==> src/rtl/vlan_tag_editor.sv <==
module vlan_tag_editor #(
  parameter logic [15:0] TPID = 16'h8100
) (
  input  logic        clk,
  input  logic        rst_n,
  input  logic        in_valid,
  output logic        in_ready,
  input  logic [7:0]  in_data,
  input  logic        in_sof,
  input  logic        in_eof,
  input  logic [1:0]  in_cmd,
  input  logic [15:0] in_tci,
  output logic        out_valid,
  input  logic        out_ready,
  output logic [7:0]  out_data,
  output logic        out_sof,
  output logic        out_eof,
  output logic        tag_miss
);

  localparam logic [1:0] CMD_PASS = 2'b00;
  localparam logic [1:0] CMD_DEL  = 2'b01;
  localparam logic [1:0] CMD_INS  = 2'b10;
  localparam logic [1:0] CMD_REP  = 2'b11;
  localparam int         IW       = 5;
  localparam logic [IW-1:0] IDX_SAT = IW'(16);

  typedef enum logic [2:0] {S_NORM, S_INS, S_CHK12, S_CHK13, S_DROP, S_REPL} st_t;

  st_t          st;
  logic [IW-1:0] idx;
  logic [1:0]   gk;
  logic [1:0]   cmd_q;
  logic [15:0]  tci_q;
  logic [7:0]   h0;
  logic         ld, acc, tag_ok, del_hit;
  logic         e_vld, e_sof, e_eof;
  logic [7:0]   e_dat, gen_byte;
  logic [IW-1:0] cur;

  assign ld      = !out_valid || out_ready;
  assign acc     = in_valid && in_ready;
  assign cur     = in_sof ? '0 : idx;
  assign tag_ok  = ({h0, in_data} == TPID) && !in_eof;
  assign del_hit = tag_ok && (cmd_q == CMD_DEL);

  always_comb begin
    case (gk)
      2'd0:    gen_byte = TPID[15:8];
      2'd1:    gen_byte = TPID[7:0];
      2'd2:    gen_byte = tci_q[15:8];
      default: gen_byte = tci_q[7:0];
    endcase
  end

  always_comb begin
    in_ready = 1'b0;
    e_vld    = 1'b0;
    e_dat    = in_data;
    e_sof    = in_sof;
    e_eof    = in_eof;
    case (st)
      S_NORM: begin
        in_ready = ld;
        e_vld    = in_valid && ld;
      end
      S_INS: begin
        e_vld = ld;
        e_dat = gen_byte;
        e_sof = 1'b0;
        e_eof = 1'b0;
      end
      S_CHK12: begin
        in_ready = ld;
        e_vld    = in_valid && ld && in_eof;
      end
      S_CHK13: begin
        in_ready = in_valid && del_hit;
        e_vld    = in_valid && ld && !del_hit;
        e_dat    = h0;
        e_sof    = 1'b0;
        e_eof    = 1'b0;
      end
      S_DROP: in_ready = 1'b1;
      S_REPL: begin
        in_ready = ld;
        e_vld    = in_valid && ld;
        if (idx == IW'(14)) e_dat = tci_q[15:8];
        else if (idx == IW'(15)) e_dat = tci_q[7:0];
      end
      default: in_ready = 1'b0;
    endcase
  end

  always_ff @(posedge clk) begin
    if (!rst_n) begin
      st        <= S_NORM;
      idx       <= '0;
      gk        <= '0;
      cmd_q     <= CMD_PASS;
      tci_q     <= '0;
      h0        <= '0;
      out_valid <= 1'b0;
      out_data  <= '0;
      out_sof   <= 1'b0;
      out_eof   <= 1'b0;
      tag_miss  <= 1'b0;
    end else begin
      tag_miss <= 1'b0;

      if (e_vld) begin
        out_valid <= 1'b1;
        out_data  <= e_dat;
        out_sof   <= e_sof;
        out_eof   <= e_eof;
      end else if (out_ready) begin
        out_valid <= 1'b0;
      end

      if (acc) begin
        if (in_sof) begin
          cmd_q <= in_cmd;
          tci_q <= in_tci;
        end
        if (in_eof) idx <= '0;
        else if (cur == IDX_SAT) idx <= IDX_SAT;
        else idx <= cur + IW'(1);
      end

      case (st)
        S_NORM:
          if (acc && !in_eof && cur == IW'(11)) begin
            if (cmd_q == CMD_INS) begin
              st <= S_INS;
              gk <= '0;
            end else if (cmd_q == CMD_DEL || cmd_q == CMD_REP) begin
              st <= S_CHK12;
            end
          end
        S_INS:
          if (ld) begin
            gk <= gk + 2'd1;
            if (gk == 2'd3) st <= S_NORM;
          end
        S_CHK12:
          if (acc) begin
            h0 <= in_data;
            st <= in_eof ? S_NORM : S_CHK13;
          end
        S_CHK13:
          if (in_valid) begin
            if (del_hit) st <= S_DROP;
            else if (ld) begin
              st       <= (tag_ok && cmd_q == CMD_REP) ? S_REPL : S_NORM;
              tag_miss <= !tag_ok;
            end
          end
        S_DROP:
          if (acc && (in_eof || idx == IW'(15))) st <= S_NORM;
        S_REPL:
          if (acc && (in_eof || idx == IW'(15))) st <= S_NORM;
        default: st <= S_NORM;
      endcase
    end
  end

endmodule

==> config.mk <==
export PLATFORM = sky130hd
export DESIGN_NAME = vlan_tag_editor
export DESIGN_NICKNAME = d
export VERILOG_FILES = /design/src/rtl/vlan_tag_editor.sv
export SDC_FILE = /design/constraint.sdc
export NUM_CORES = 1
export LEC_CHECK = 0
export ABC_AREA = 1
export BUFFER_PORTS_ARGS = -buffer_cell sky130_fd_sc_hd__buf_2
export CAP_MARGIN = 15
export CORE_MARGIN = 2
export CORE_UTILIZATION = 50
export DETAILED_ROUTE_END_ITERATION = 10
export PLACE_DENSITY = 0.72
export SYNTH_ARGS = -nofsm -noshare
export SYNTH_HDL_FRONTEND = slang
export SYNTH_SLANG_ARGS = --single-unit
==> constraint.sdc <==
create_clock -name clk -period 2 [get_ports clk]
set_input_delay 0.1 -clock clk [delete_from_list [all_inputs] [get_ports clk]]
set_output_delay 0.1 -clock clk [all_outputs]
set_load 0.03 [all_outputs]
Yosys cells after proc, flatten, opt, wreduce, memory -nomap -nowiden
Cells that the tools add are included.
{ "op_classes": {"n_addsub": 2, "n_eq_ne": 25, "muxes": 30, "n_bitwise": 4, "reduce_logical": 31} }
{ "op_table": {"columns": ["op", "count"], "rows": [
  ["$pmux W8 S3", 2],
  ["$mux W3", 11],
  ["$eq A16 B16 Y1 const B", 1],
  ["$mux W8", 2],
  ["$eq A5 B4 Y1 const B", 3],
  ["$mux W5", 3],
  ["$pmux W3 S5", 1],
  ["$ne A2 B2 Y1 const B", 6],
  ["$logic_and A1 B1 Y1", 11],
  ["$eq A2 B2 Y1 const B", 4],
  ["$mux W2", 4],
  ["$reduce_and A8 Y1", 1],
  ["$eq A3 B2 Y1 const B", 2],
  ["$eq A3 B3 Y1 const B", 2],
  ["$ne A3 B3 Y1 const B", 2],
  ["$reduce_or A2 Y1", 3],
  ["$add A5 B1 Y5 const B", 1],
  ["$eq A5 B5 Y1 const B", 1],
  ["$reduce_or A5 Y1", 1],
  ["$eq A2 B1 Y1 const B", 2],
  ["$logic_not A1 Y1", 4],
  ["$mux W1", 4],
  ["$not A1 Y1", 4],
  ["$pmux W1 S4", 1],
  ["12 further kinds", 16]
]} }
{ "word_totals": {"ff_bits": 48, "out_inout_bits": 13, "wordCells": 103} }

Depth between registers and ports, before layout
Gate-level depths: netlist of run 1.
{ "logic_depth": {"depth_word": 10, "ltp_mapped": 14} }

Least setup slack after synthesis of run 1
Ideal clock, no wire load.
{ "synth_path": {"kind": "reg-to-reg", "startpoint": "register out_valid", "endpoint": "register st[0]", "t_arrival_ps": 1915, "required_ps": 1936, "slack_ps": 21, "path_stages_with_launch": 13, "period_less_slack_ps": 1979, "cell_sequence": "dfxtp_1 > inv_1 > or2_2 > clkbuf_1 > a21oi_2 > nand2_1 > nand2_2 > nand2_1 > nand2_1 > nor2_1 > nand3_1 > nand2_1 > nor2_1"} }
{ "synth_between": {"elab_chain_len": 8, "elab_cells_between_ends": 13} }
{ "synth_rtl": {"columns": ["element", "line", "rtl"], "rows": [
  ["start: declaration", "13", "output logic out_valid,"],
  ["start signal: assignment", "103", "out_valid <= 1'b0;"],
  ["start signal: assignment", "112", "out_valid <= 1'b1;"],
  ["start signal: assignment", "117", "out_valid <= 1'b0;"],
  ["$logic_not A1 Y1 (*)", "41", "assign ld = !out_valid || out_ready;"],
  ["$logic_or A1 B1 Y1 (*)", "41", null],
  ["$pmux W1 S3 (*)", "62", "case (st)"],
  ["named net in_ready", "7", "output logic in_ready,"],
  ["$logic_and A1 B1 Y1 (*)", "42", "assign acc = in_valid && in_ready;"],
  ["$logic_and A1 B1 Y1 (2 in series)", "132", "if (acc && !in_eof && cur == IW'(11)) begin"],
  ["$ne A2 B2 Y1 (no source line)", null, null],
  ["$reduce_and A8 Y1 (no source line) (*)", null, null],
  ["end signal: assignment", "148", "st <= in_eof ? S_NORM : S_CHK13;"],
  ["end signal: assignment", "154", "st <= (tag_ok && cmd_q == CMD_REP) ? S_REPL : S_NORM;"],
  ["end: declaration", "30", "st_t st;"]
]} }
Mark *: on every way through the listed nets, which the timed path passes. The rest lies on a longest branch.
A chain may end at the register's enable or synchronous reset.

Final worst setup path of run 1
{ "layout_path": {"startpoint": "register st[1]", "endpoint": "register h0[5]"} }
{ "layout_between": {"elab_chain_len": 5, "elab_cells_between_ends": 9} }
{ "layout_rtl": {"columns": ["element", "line", "rtl"], "rows": [
  ["$eq A3 B3 Y1 (tied with other cells)", "62", null],
  ["$reduce_or A3 Y1 (no source line)", null, null],
  ["$pmux W1 S3", "62", null],
  ["$logic_and A1 B1 Y1", "42", null],
  ["$reduce_and A2 Y1 (no source line) (*)", null, null],
  ["end signal: assignment", "147", "h0 <= in_data;"],
  ["end: declaration", "35", "logic [7:0] h0;"]
]} }
Every way passes the cells marked *; elsewhere a longest branch is shown, timed or not.

==> impl_metrics.yaml, run 1 <==
status:
  outcome: "finished, final reports clean"
timing:
  worst_pin_slew_ns: 0.404
  min_period_over_period: 0.928
  clock_skew_ns: 0.0120
  fmax_ghz: 0.539
  worst_slack_ns: 0.145
  slew_headroom: 0.731
  hold_violations: 0
  setup_violations: 0
  slew_violations: 0
  rsz0062_at_grt: "yes"
  setup_tns_ns: 0
  finalCriticalPeriod_ns: 1.86
yosys:
  synth_area_mm2: 0.00279
  synth_top_cell_by_area: "dfxtp_1"
  synth_top_cells_by_area: "dfxtp_1 (34%), nand2_1 (9.4%), a21oi_1 (8.2%), nor2_1 (8.1%), inv_1 (7.3%)"
  postSynthCellCount: 438
  synth-seq-area-share: 0.344
  syn_nets: 476
  yosys_warnings: 0
  synth_top_area_frac: 0.344
  syn_area_per_cell_um2: 6.38
  ys_types: 33
  ys_ff_latch: 48
global_routing:
  track_usage: 0.242
  grt_antenna_before_repair: 0
  grt_pass1_wl_mm: 12.0
  grt_pass1_vias: 2556
  grt_max_degree: 23
  overflow: 0
route:
  routed-via-count: 2952
  via_per_inst: 5.22
  wire_per_inst_um: 12.9
  drt-pass1-iter-count: 4
  drc: 0
  drt_iter0_markers: 203
  wirelength_mm: 7.32
  detail-route-antenna-nets: 0
setup_path:
  crit_required_ns: 2.20
  cp_num_buf_inv: 2
  rr_worst_depth: 9
  path_class: "reg2reg"
  rrSetupSlack_ns: 0.14
  crit_arrival_ns: 2.05
  path_cells: "inv_2 -> nor2_4 -> nand2_4 -> inv_4 -> nand4_2 -> a21oi_4 -> nand2_2 -> o21ai_0 -> a21oi_1"
  cp_slowest_stage_delay_ns: 0.35
  worstReg2RegEnd: "h0[5]"
  startpoint_type: "register"
  worst_setup_path_end_kind: "register"
  worstPathMaxFanout: 14
  slowest_stage: "dfxtp_2"
  critical-path-top-delay-family: "compound AO/OA/AOI/OAI gates"
  timing.rr.start: "st[1]"
floorplanning:
  core_mm2: 0.00544
  die_area_mm2: 0.00620
  io_pins: 45
  initial_utilization: 0.514
  die_h_um: 78.8
  rows: 27
  die_w_um: 78.8
power_and_ir_drop:
  ir_drop_mv: 0.436
  power.leakage_nw: 1.54
  power_density_mw_per_mm2: 918
placement:
  place.gp.congestion: 0.942
  portBuffers: 44
  place_area_mm2: 0.00313
  post-place-ws_ns: 0.0815
  dp.cells: 550
  place_hpwl_mm: 5.35
cts:
  numClockSinks: 48
  cts_max_path_buffers: 2
  cts-root-buf: "clkbuf_8"
  cts.htree.levels: 2
  numCtsBuffers: 5
  cts_tree: "built"
  ctsHoldBuffers: 0
  clk_latency_ns: 0.31
  clk_pin_slew_ns: 0.09
finish:
  final_cell_mix: "nand2_1 (69), nor2_1 (56), inv_1 (53)"
  final_common_cell: "nand2_1"
  final-instance-count-excl-fill: 566
  fin_nets: 531
  drive_gt1_frac: 0.215
  area_growth_syn_to_layout_pct: 20.1
  antenna_cells: 0
  post-route-cell-area_mm2: 0.00336
job:
  max_cap_violations: 0
worst_hold_path:
  hold_depth: 3
  min_to: "tci_q[13]"
  hp-start: "in_tci[13]"
  min_path_type: "in2reg"
cell families after synthesis:
logic type | share of synthesized area
DFF | 0.344
buffers and inverters | 0.107
AOI/OAI and AO/OA | 0.237
and+or+nand+nor | 0.282
adders and majority gates | 0.0269
xor gates and xnor gates | 0.00314
final cells by class:
type                       instances  area, µm²
timing repair buffer              64        368
clock buffer                       6       82.6
fill                             524       2080
multi-input combinational        311       1590
inverter                          63        246
tap                               72       90.1
clock inverter                     2       13.8
sequential                        48        966
cells in the mapped netlist (all sizes together):
| cell type | n |
|---|---|
| a21boi | 1 |
| o211ai | 5 |
| o311ai | 1 |
| xor2 | 1 |
| or2 | 1 |
| nor3 | 4 |
| dfxtp | 48 |
| nor2 | 61 |
| a22oi | 3 |
| inv | 61 |
| nor4 | 1 |
| a21oi | 48 |
| clkinv | 2 |
| a211oi | 2 |
| o22ai | 1 |
| clkbuf | 12 |
| nand3 | 35 |
| o2111ai | 1 |
| nand3b | 1 |
| ha | 6 |
| buf | 4 |
| nand4 | 4 |
| nand2 | 75 |
| o21ai | 60 |
layer usage:
| metal | track usage | vias to the layer above | routed length [µm] |
|---|---|---|---|
| li1 | - | 1549 | - |
| met1 | 0.346 | 1314 | 3550 |
| met2 | 0.379 | 81 | 3240 |
| met3 | 0.0398 | 8 | 440 |
| met4 | 0.0632 | 0 | 91 |
| met5 | 0 | - | 0 |
through the flow:
stage               hold WS (ns)  total power, mW   util
floorplan                  0.249             2.09      -
global placement           0.336             2.39  0.576
detailed placement         0.344             2.41  0.576
CTS                       0.0205             3.02  0.593
global route              0.0372             3.30  0.617
finish                    0.0193             3.08  0.617
power by group:
part | total [mW] | switching, mW | internal [mW]
clock | 0.626 | 0.343 | 0.283
sequential | 1.21 | 0.0927 | 1.12
combinational | 1.24 | 0.832 | 0.413
timing repair:
action | 4_1_cts | 5_1_grt
gates resized for setup | 0 | 21
endpoints found under the setup margin | 0 | 43
endpoints found under the hold margin | 0 | 0
setup buffers | 0 | 8
worst max-delay path by stage:
stage          slack, ns  cells past startpoint           to  startpoint
2_1_floorplan       0.02                     12        st[0]   out_valid
3_3_place_gp        0.12                     10  out_data[0]       st[2]
3_5_place_dp        0.08                     10     tci_q[7]       st[1]
4_1_cts             0.06                     10     tci_q[7]       h0[0]
5_1_grt            -0.04                     11        st[0]       h0[4]
6_report            0.14                      9        h0[5]       st[1]
flip-flops by register name, indices dropped and copies added (netlist names):
signal and flops:
gk 2, out_sof 1, out_data 8, h0 8, tci_q 16, cmd_q 2
idx 5, out_eof 1, tag_miss 1, st 3, out_valid 1
worst reg2reg max path: stages (launching register included):
cell and delay, ns:
dfxtp_2 0.35, inv_2 0.07, nor2_4 0.11, nand2_4 0.10, inv_4 0.10, nand4_2 0.13, a21oi_4 0.35, nand2_2 0.26
o21ai_0 0.22, a21oi_1 0.06
Note: power is estimated with default switching activity, not from simulation.
==> run 2: changes to the inputs <==
--- a/config.mk
+++ b/config.mk
@@ -9,9 +9,9 @@
 export BUFFER_PORTS_ARGS = -buffer_cell sky130_fd_sc_hd__buf_2
 export CAP_MARGIN = 15
 export CORE_MARGIN = 2
-export CORE_UTILIZATION = 50
+export CORE_UTILIZATION = 56
 export DETAILED_ROUTE_END_ITERATION = 10
-export PLACE_DENSITY = 0.72
+export PLACE_DENSITY = 0.79
 export SYNTH_ARGS = -nofsm -noshare
 export SYNTH_HDL_FRONTEND = slang
 export SYNTH_SLANG_ARGS = --single-unit
==> run 2 against run 1 <==
Effect of this change: sequential share of layout area grew 0.56 points; sequential cell count unchanged; total power is essentially flat; hold slack got worse by 0.0014 ns; combinational power about the same; clock-buffer cell count rose by 1; first-iteration DRC count up 2.0%; via count increased by 1.3%; utilization rose by 7.3 points.
==> impl_metrics.yaml, run 2 (same netlist as run 1, synthesis figures left out) <==
route:
  drt_iter0_markers: 207
  via_per_inst: 5.42
  wire_per_inst_um: 12.9
  routed-via-count: 2990
  wirelength_mm: 7.13
  detail-route-antenna-nets: 0
  drc: 0
  drt-pass1-iter-count: 8
cts:
  cts_tree: "built"
  numCtsBuffers: 5
  cts_max_path_buffers: 2
  post-cts-setup-buffers: 0
  numClockSinks: 48
  clk_pin_slew_ns: 0.09
  cts.htree.levels: 2
  clk_latency_ns: 0.30
  cts-root-buf: "clkbuf_8"
setup_path:
  path_class: "reg2reg"
  crit_required_ns: 2.19
  worst_setup_path_end_kind: "register"
  rrSetupSlack_ns: 0.15
  crit_arrival_ns: 2.04
  startpoint_type: "register"
  worstPathMaxFanout: 14
finish:
  drive_gt1_frac: 0.186
  area_growth_syn_to_layout_pct: 17.4
  post-route-cell-area_mm2: 0.00328
  final_common_cell: "nand2_1"
  largest_reg_flops: 16
  regMostFlops: "tci_q"
  reg_top3: "tci_q: 16 flops, h0: 8 flops, out_data: 8 flops"
  fillers: 462
  antenna_cells: 0
  fin_nets: 522
  final_cell_mix: "nand2_1 (69), nor2_1 (56), inv_1 (54)"
timing:
  min_period_over_period: 0.923
  finalCriticalPeriod_ns: 1.85
  worst_pin_slew_ns: 0.381
  slew_headroom: 0.744
  fmax_ghz: 0.541
  clock_skew_ns: 0.00771
  worst_slack_ns: 0.153
  slew_violations: 0
  hold_violations: 0
  setup_violations: 0
  rsz0062_at_grt: "no"
  setup_tns_ns: 0
placement:
  post-place-ws_ns: 0.0537
  place_area_mm2: 0.00312
  portBuffers: 44
  place_hpwl_mm: 5.40
  place.gp.congestion: 0.942
job:
  max_cap_violations: 0
floorplanning:
  io_pins: 45
  die_w_um: 74.6
  core_mm2: 0.00475
  die_h_um: 74.6
  rows: 25
  die_area_mm2: 0.00557
  initial_utilization: 0.588
global_routing:
  grt_pass1_wl_mm: 11.6
  grt_pass1_vias: 2566
  track_usage: 0.268
  grt_max_degree: 31
  overflow: 0
  grt_antenna_before_repair: 0
status:
  outcome: "finished, final reports clean"
power_and_ir_drop:
  power_density_mw_per_mm2: 939
  ir_drop_mv: 0.525
  power.leakage_nw: 1.51
worst_hold_path:
  min_path_type: "in2reg"
[run 2: changes by cell type in the layout (fill, tap and decap cells not counted), moves of 2 or more]
cell     before  now
dfxtp_2       4    1
nor2_2        2    4
buf_4        19    9
dfxtp_1      44   47
nor2_4        3    1
[run 2: repair_timing]
item / in CTS / in global routing
endpoints found under the hold margin: 0 / 0
setup endpoints to repair: 0 / 34
resized for setup: 0 / 14
hold buffers: 0 / 0
[run 2: metrics by stage]
step / hold WS, ns / utilization / power, mW / std cells
after detailed placement: 0.338 / 0.657 / 2.42 / 543
final: 0.0180 / 0.690 / 3.08 / 552
after floorplan: 0.249 / - / 2.09 / 438
after global routing: 0.0497 / 0.690 / 3.30 / 552
after CTS: 0.0197 / 0.676 / 3.02 / 551
after global placement: 0.329 / 0.657 / 2.40 / 543
[run 2: path summary, 6_finish.rpt]
| path | from | to | cells past startpoint |
|---|---|---|---|
| hold / removal | in_tci[13] | tci_q[13] | 3 |
| setup reg to reg | st[1] | h0[5] | 9 |
| hold reg to reg | tci_q[7] | tci_q[7] | 2 |
| setup / recovery | st[1] | h0[5] | 9 |
[run 2: layout make-up]
| type | instances | area (µm²) | share of cell area |
|---|---|---|---|
| Multi-Input combinational cell | 312 | 1590 | 0.486 |
| Sequential cell | 48 | 962 | 0.293 |
| Timing Repair Buffer | 54 | 308 | 0.0939 |
| Clock inverter | 1 | 7.51 | 0.00229 |
| Tap cell | 67 | 83.8 | 0.0256 |
| Clock buffer | 7 | 86.3 | 0.0263 |
| Inverter | 63 | 239 | 0.0729 |
[run 2: critical path: stages (launching register included)]
cell and delay (ns):
dfxtp_1 0.37, inv_2 0.08, nor2_4 0.12, nand2_4 0.10, inv_4 0.11, nand4_2 0.17, a21oi_4 0.29, nand2_2 0.22
o21ai_0 0.21, a21oi_1 0.06
[run 2: where the power goes]
group	total (mW)	leakage, nW	switching, mW	internal (mW)
combinational	1.26	1.07	0.843	0.417
sequential	1.21	0.393	0.0960	1.12
clock	0.608	0.0445	0.327	0.281
total	3.08	1.51	1.27	1.81
[run 2: metal layers]
metal / global-route usage / up-vias / share of wire / wire length, µm
met5: 0 / - / 0 / 0
met2: 0.435 / 123 / 0.47 / 3340
met1: 0.371 / 1327 / 0.46 / 3280
met4: 0.0734 / 0 / 0.013 / 93
met3: 0.0442 / 12 / 0.058 / 416
li1: - / 1528 / - / -
